## config.mk

```make
export PLATFORM = sky130hd
export DESIGN_NAME = npc_unit
export DESIGN_NICKNAME = d
export VERILOG_FILES = /design/src/rtl/npc_pkg.sv /design/src/rtl/npc_decode.sv /design/src/rtl/npc_target.sv /design/src/rtl/npc_select.sv /design/src/rtl/npc_unit.sv
export SDC_FILE = /design/constraint.sdc
export NUM_CORES = 1
export LEC_CHECK = 0
export BUFFER_PORTS_ARGS = -buffer_cell sky130_fd_sc_hd__clkbuf_2
export CORE_MARGIN = 4
export CORE_UTILIZATION = 60
export DETAILED_ROUTE_END_ITERATION = 8
export MAX_ROUTING_LAYER = met4
export PLACE_DENSITY = 0.86
export REMOVE_ABC_BUFFERS = 1
export SYNTH_ARGS = -nofsm -noshare
export SYNTH_HDL_FRONTEND = slang
export SYNTH_HIERARCHICAL = 1
export SYNTH_SLANG_ARGS = --single-unit
```

## constraint.sdc

```tcl
create_clock -name clk -period 6.6 [get_ports clk]
set_input_delay 1.32 -clock clk [delete_from_list [all_inputs] [get_ports clk]]
set_output_delay 1.32 -clock clk [all_outputs]
set_load 0.02 [all_outputs]
```

## src/rtl/npc_pkg.sv

```systemverilog
package npc_pkg;

  localparam int ADDR_W = 32;
  localparam int OFF_W  = 16;
  localparam int IDX_W  = 26;
  localparam int REG_W  = ADDR_W - 2 - IDX_W;

  localparam logic [5:0] OPC_SPECIAL = 6'd0;
  localparam logic [5:0] OPC_JUMP    = 6'd2;
  localparam logic [5:0] OPC_CALL    = 6'd3;
  localparam logic [5:0] OPC_BREQ    = 6'd4;
  localparam logic [5:0] OPC_BRNE    = 6'd5;
  localparam logic [5:0] FN_JREG     = 6'd8;

  typedef enum logic [2:0] {
    FLOW_SEQ,
    FLOW_BREQ,
    FLOW_BRNE,
    FLOW_JUMP,
    FLOW_CALL,
    FLOW_JREG
  } flow_e;

  function automatic logic [ADDR_W-1:0] seq_addr(input logic [ADDR_W-1:0] cur);
    return cur + ADDR_W'(4);
  endfunction

  function automatic logic [ADDR_W-1:0] rel_target(input logic [ADDR_W-1:0] seq,
                                                   input logic [OFF_W-1:0]  off);
    logic [ADDR_W-1:0] ext;
    ext = {{(ADDR_W-OFF_W){off[OFF_W-1]}}, off};
    return seq + (ext << 2);
  endfunction

  function automatic logic [ADDR_W-1:0] region_target(input logic [ADDR_W-1:0] seq,
                                                      input logic [IDX_W-1:0]  idx);
    return {seq[ADDR_W-1 -: REG_W], idx, 2'b00};
  endfunction

endpackage

```

## src/rtl/npc_decode.sv

```systemverilog
module npc_decode
  import npc_pkg::*;
(
  input  logic [ADDR_W-1:0] instr,
  output flow_e             kind,
  output logic [OFF_W-1:0]  off,
  output logic [IDX_W-1:0]  idx
);
  logic [5:0] opc;
  logic [5:0] fn;

  assign opc = instr[ADDR_W-1 -: 6];
  assign fn  = instr[5:0];
  assign off = instr[OFF_W-1:0];
  assign idx = instr[IDX_W-1:0];

  always_comb begin
    kind = FLOW_SEQ;
    case (opc)
      OPC_BREQ:    kind = FLOW_BREQ;
      OPC_BRNE:    kind = FLOW_BRNE;
      OPC_JUMP:    kind = FLOW_JUMP;
      OPC_CALL:    kind = FLOW_CALL;
      OPC_SPECIAL: if (fn == FN_JREG) kind = FLOW_JREG;
      default:     kind = FLOW_SEQ;
    endcase
  end
endmodule

```

## src/rtl/npc_target.sv

```systemverilog
module npc_target
  import npc_pkg::*;
(
  input  logic [ADDR_W-1:0] pc,
  input  logic [OFF_W-1:0]  off,
  input  logic [IDX_W-1:0]  idx,
  output logic [ADDR_W-1:0] seq,
  output logic [ADDR_W-1:0] br_tgt,
  output logic [ADDR_W-1:0] jmp_tgt
);
  assign seq     = seq_addr(pc);
  assign br_tgt  = rel_target(seq, off);
  assign jmp_tgt = region_target(seq, idx);
endmodule

```

## src/rtl/npc_select.sv

```systemverilog
module npc_select
  import npc_pkg::*;
(
  input  flow_e             kind,
  input  logic              regs_equal,
  input  logic [ADDR_W-1:0] seq,
  input  logic [ADDR_W-1:0] br_tgt,
  input  logic [ADDR_W-1:0] jmp_tgt,
  input  logic [ADDR_W-1:0] rs_value,
  output logic [ADDR_W-1:0] nxt,
  output logic              redir,
  output logic              lnk_we
);
  always_comb begin
    nxt    = seq;
    redir  = 1'b0;
    lnk_we = 1'b0;
    unique case (kind)
      FLOW_BREQ: if (regs_equal)  begin nxt = br_tgt; redir = 1'b1; end
      FLOW_BRNE: if (!regs_equal) begin nxt = br_tgt; redir = 1'b1; end
      FLOW_JUMP: begin nxt = jmp_tgt; redir = 1'b1; end
      FLOW_CALL: begin nxt = jmp_tgt; redir = 1'b1; lnk_we = 1'b1; end
      FLOW_JREG: begin nxt = rs_value; redir = 1'b1; end
      default:   begin nxt = seq; redir = 1'b0; end
    endcase
  end
endmodule

```

## src/rtl/npc_unit.sv

```systemverilog
module npc_unit
  import npc_pkg::*;
#(
  parameter logic [31:0] RESET_PC = 32'h0000_0000
) (
  input  logic        clk,
  input  logic        rst_n,
  input  logic [31:0] pc,
  input  logic [31:0] instr,
  input  logic        regs_equal,
  input  logic [31:0] rs_value,
  output logic [31:0] next_pc,
  output logic        redirect,
  output logic [31:0] link_addr,
  output logic        link_we
);
  flow_e             kind;
  logic [OFF_W-1:0]  off;
  logic [IDX_W-1:0]  idx;
  logic [ADDR_W-1:0] seq, br_tgt, jmp_tgt, nxt;
  logic              redir, lnk_we;

  // named events for the checks below
  logic ev_is_jump, ev_is_jreg, ev_is_breq;
  assign ev_is_jump = (instr[31:26] == OPC_JUMP) || (instr[31:26] == OPC_CALL);
  assign ev_is_jreg = (instr[31:26] == OPC_SPECIAL) && (instr[5:0] == FN_JREG);
  assign ev_is_breq = (instr[31:26] == OPC_BREQ);

  npc_decode u_dec (.instr(instr), .kind(kind), .off(off), .idx(idx));

  npc_target u_tgt (.pc(pc), .off(off), .idx(idx),
                    .seq(seq), .br_tgt(br_tgt), .jmp_tgt(jmp_tgt));

  npc_select u_sel (.kind(kind), .regs_equal(regs_equal), .seq(seq),
                    .br_tgt(br_tgt), .jmp_tgt(jmp_tgt), .rs_value(rs_value),
                    .nxt(nxt), .redir(redir), .lnk_we(lnk_we));

  always_ff @(posedge clk) begin
    if (!rst_n) begin
      next_pc   <= RESET_PC;
      redirect  <= 1'b0;
      link_addr <= '0;
      link_we   <= 1'b0;
    end else begin
      next_pc   <= nxt;
      redirect  <= redir;
      link_addr <= seq;
      link_we   <= lnk_we;
    end
  end

  AST_SEQ_WHEN_IDLE: assert property (@(posedge clk) disable iff (!rst_n)
    ($past(rst_n) && !redirect) |-> (next_pc == $past(pc) + 32'd4));
  AST_BREQ_FALLTHRU: assert property (@(posedge clk) disable iff (!rst_n)
    ($past(rst_n) && $past(ev_is_breq) && !$past(regs_equal)) |-> !redirect);
  AST_JUMP_REGION: assert property (@(posedge clk) disable iff (!rst_n)
    ($past(rst_n) && $past(ev_is_jump)) |-> (redirect && next_pc[31:28] == $past(seq[31:28])));
  AST_JREG_PASS: assert property (@(posedge clk) disable iff (!rst_n)
    ($past(rst_n) && $past(ev_is_jreg)) |-> (next_pc == $past(rs_value)));
  AST_LINK_ONLY_CALL: assert property (@(posedge clk) disable iff (!rst_n)
    ($past(rst_n) && link_we) |-> ($past(instr[31:26]) == OPC_CALL));
  AST_LINK_VALUE: assert property (@(posedge clk) disable iff (!rst_n)
    ($past(rst_n) && link_we) |-> (link_addr == $past(pc) + 32'd4 && redirect));
  AST_RESET_QUIET: assert property (@(posedge clk)
    !$past(rst_n) |-> (!link_we && !redirect));
endmodule

```

==> flow_summary.json <==
{
  "syn_avg_cell_area_um2": 8.37,
  "synth_area_um2": 7030,
  "wire_per_inst_um": 17.9,
  "die_x_um": 116,
  "leakage_nw": 3.51,
  "start_kind": "input port",
  "dieArea_um2": 13500,
  "antenna_found_initial": 0,
  "synth_area_leader_cell": "dfxtp_1",
  "drive_above_1_share": 0.303,
  "maxSlewViolCount": 0,
  "worst_slew_margin_rel": 0.238,
  "place_inst": 1017,
  "ys.flop_type": "dfxtp_1",
  "rsz0062_at_grt": "false",
  "cts_setup_buffers": 0,
  "final_common_cell": "clkbuf_2",
  "cts-buffers-inserted": 9,
  "cp_slowest_cell": "nor2_1",
  "critical_path.cell_chain": "clkbuf_2, nand3_1, nor2_1, nand2_1, nor2_1, nand2_1, xnor2_1, ha_1, a21oi_1, o21ai_1, a221oi_1, a31oi_1, o311a_1, mux2_2, o211ai_1, a2bb2oi_1, and2_1",
  "worstPathRequired_ns": 6.83,
  "portBuffers": 164,
  "fin_util": 0.658,
  "syn-instance-count": 840,
  "grt_pass1_vias": 5855,
  "power.density_nw_per_um2": 184,
  "drcViolationCount": 0,
  "path_class": "input port to flip-flop",
  "grt_pass1_wl_um": 29000,
  "root_buffer": "clkbuf_16",
  "ys_types": 70,
  "whs_ns": 1.26,
  "core_area_um2": 11400,
  "dr.pass1.iters": 7,
  "postCtsResizedCells": 0,
  "setup_ws_ns": 1.46,
  "drt_wl_total_um": 18500,
  "worstMarginPinSlew_ns": 1.12,
  "post-place-ws_ns": 1.25,
  "yosys-top-cells-area": "dfxtp_1 19%, mux2_2 9.9%, buf_4 8.9%, and2_1 6.1%, ha_1 5.9%",
  "grt_max_degree": 71,
  "async_flop_share": 0,
  "startpoint": "pc[4]",
  "cts.path.max_buffers": 2,
  "core.rowCount": 39,
  "path_max_fanout": 6,
  "max_stage_delay_ns": 0.53,
  "htreeDepth": 3,
  "grt-ovfl-total": 0,
  "endpoint_kind": "flip-flop",
  "die_height_um": 116,
  "clk_pin_slew_ns": 0.06,
  "hold_class": "input port to flip-flop",
  "setup_tns_ns": 0,
  "synth_seq_cells": 66,
  "synth-edff-count": 0,
  "ir_drop_mv": 0.110,
  "initial_core_util": 0.615,
  "yosysWarnings": 6,
  "vias": 6309,
  "ios": 165,
  "grt_use_total": 0.273,
  "finalSetupViolCount": 0,
  "fillers": 988,
  "layoutNonFillerInstCount": 1033,
  "hold_start": "pc[1]",
  "seq_area_frac_synth": 0.188,
  "nNetsFinal": 1018,
  "cts_tree": "done",
  "finalCritPeriodShare": 0.778,
  "drt-initial-drc-count": 687,
  "drv_cap": 0,
  "ant_nets": 0,
  "synth_top_area_frac": 0.188,
  "diodes": 0,
  "ctsHoldBuffers": 0,
  "area_growth_pct": 6.93,
  "viasPerCell": 6.11,
  "outcome": "complete, no violations",
  "worstPathArrival_ns": 5.37,
  "dp_hpwl_um": 13000,
  "max_freq_mhz": 195,
  "mostFrequentLayoutCells": "164 x clkbuf_2, 68 x and2_1, 66 x dfxtp_1, 62 x mux2_2, 42 x xnor2_1",
  "cts.sinks": 66,
  "hold_viol": 0,
  "gp_congestion": 0.961,
  "period_needed_ns": 5.14
}
[critical path: cells and delay by family]
family	cells	cell delay, ns
simple gates	6	1.29
fa+ha+maj	1	0.38
mux	1	0.26
xor+xnor	1	0.37
buf+inv	1	0.15
compound gates	7	1.60
[worst paths after layout]
path                       end  cells past startpoint  slack (ns)
setup / recovery   next_pc[29]                     17        1.46
hold / removal    link_addr[1]                      2        1.26
[stage by stage]
step | cell area (um^2) | power (W)
4_1_cts | 7510 | 0.00139
3_5_place_dp | 7230 | 0.000913
6_report | 7510 | 0.00138
2_1_floorplan | 6120 | 0.000773
5_1_grt | 7510 | 0.00146
3_3_place_gp | 7230 | 0.000909
[layout make-up]
type	instances	area, um^2	area share
clock buffers	13	240	0.0320
clock inverters	3	40.0	0.00533
inverters	10	37.5	0.00500
multi-input cells	626	4810	0.641
flip-flops and latches	66	1320	0.176
well taps	143	179	0.0238
repair buffers	172	881	0.117
[synthesized netlist by cell type (5+ instances only)]
library cell   n
a211oi_1       5
a21o_1        36
a21oi_1       36
a22oi_1       33
a2bb2oi_1     31
and2_1        68
buf_2         24
buf_4         83
buf_6          6
clkbuf_1      22
dfxtp_1       66
ha_1          33
inv_1         10
mux2_2        62
nand2_1       38
nand3_1       21
nand4_1       16
nor2_1        33
nor3_1         8
nor4_1         5
o211ai_1      34
o21ai_0       10
o21ai_1        6
o21bai_1      33
xnor2_1       42
xor2_1        11
[logic make-up after synthesis]
| family | share of synthesized area |
|---|---|
| multiplexers | 0.105 |
| buffers and inverters | 0.135 |
| XOR/XNOR | 0.0693 |
| adder cells (fa/ha/maj) | 0.0616 |
| other | 0.000534 |
| AO/OA/AOI/OAI | 0.268 |
| AND/OR/NAND/NOR | 0.172 |
| flip-flops | 0.188 |
[sequential cells by signal (all words and copies together), names as in the netlist]
| register | cells |
|---|---|
| link_addr | 32 |
| next_pc | 32 |
| link_we | 1 |
| redirect | 1 |
[metal layers]
layer	global-route usage	up-vias	wire [um]
met4	0.0851	0	259
met2	0.427	256	8660
met3	0.0482	28	1320
met1	0.358	2935	8240
li1	-	3090	-
met5	-	-	0
[power breakdown]
group	total, W	internal [W]	switching (W)	leakage, nW
logic	0.000482	0.000215	0.000267	2.82
clock network	0.000469	0.000292	0.000177	0.138
registers	0.000432	0.000425	0.00000720	0.550
total	0.00138	0.000932	0.000452	3.51
(Power assumes the default switching activity.)
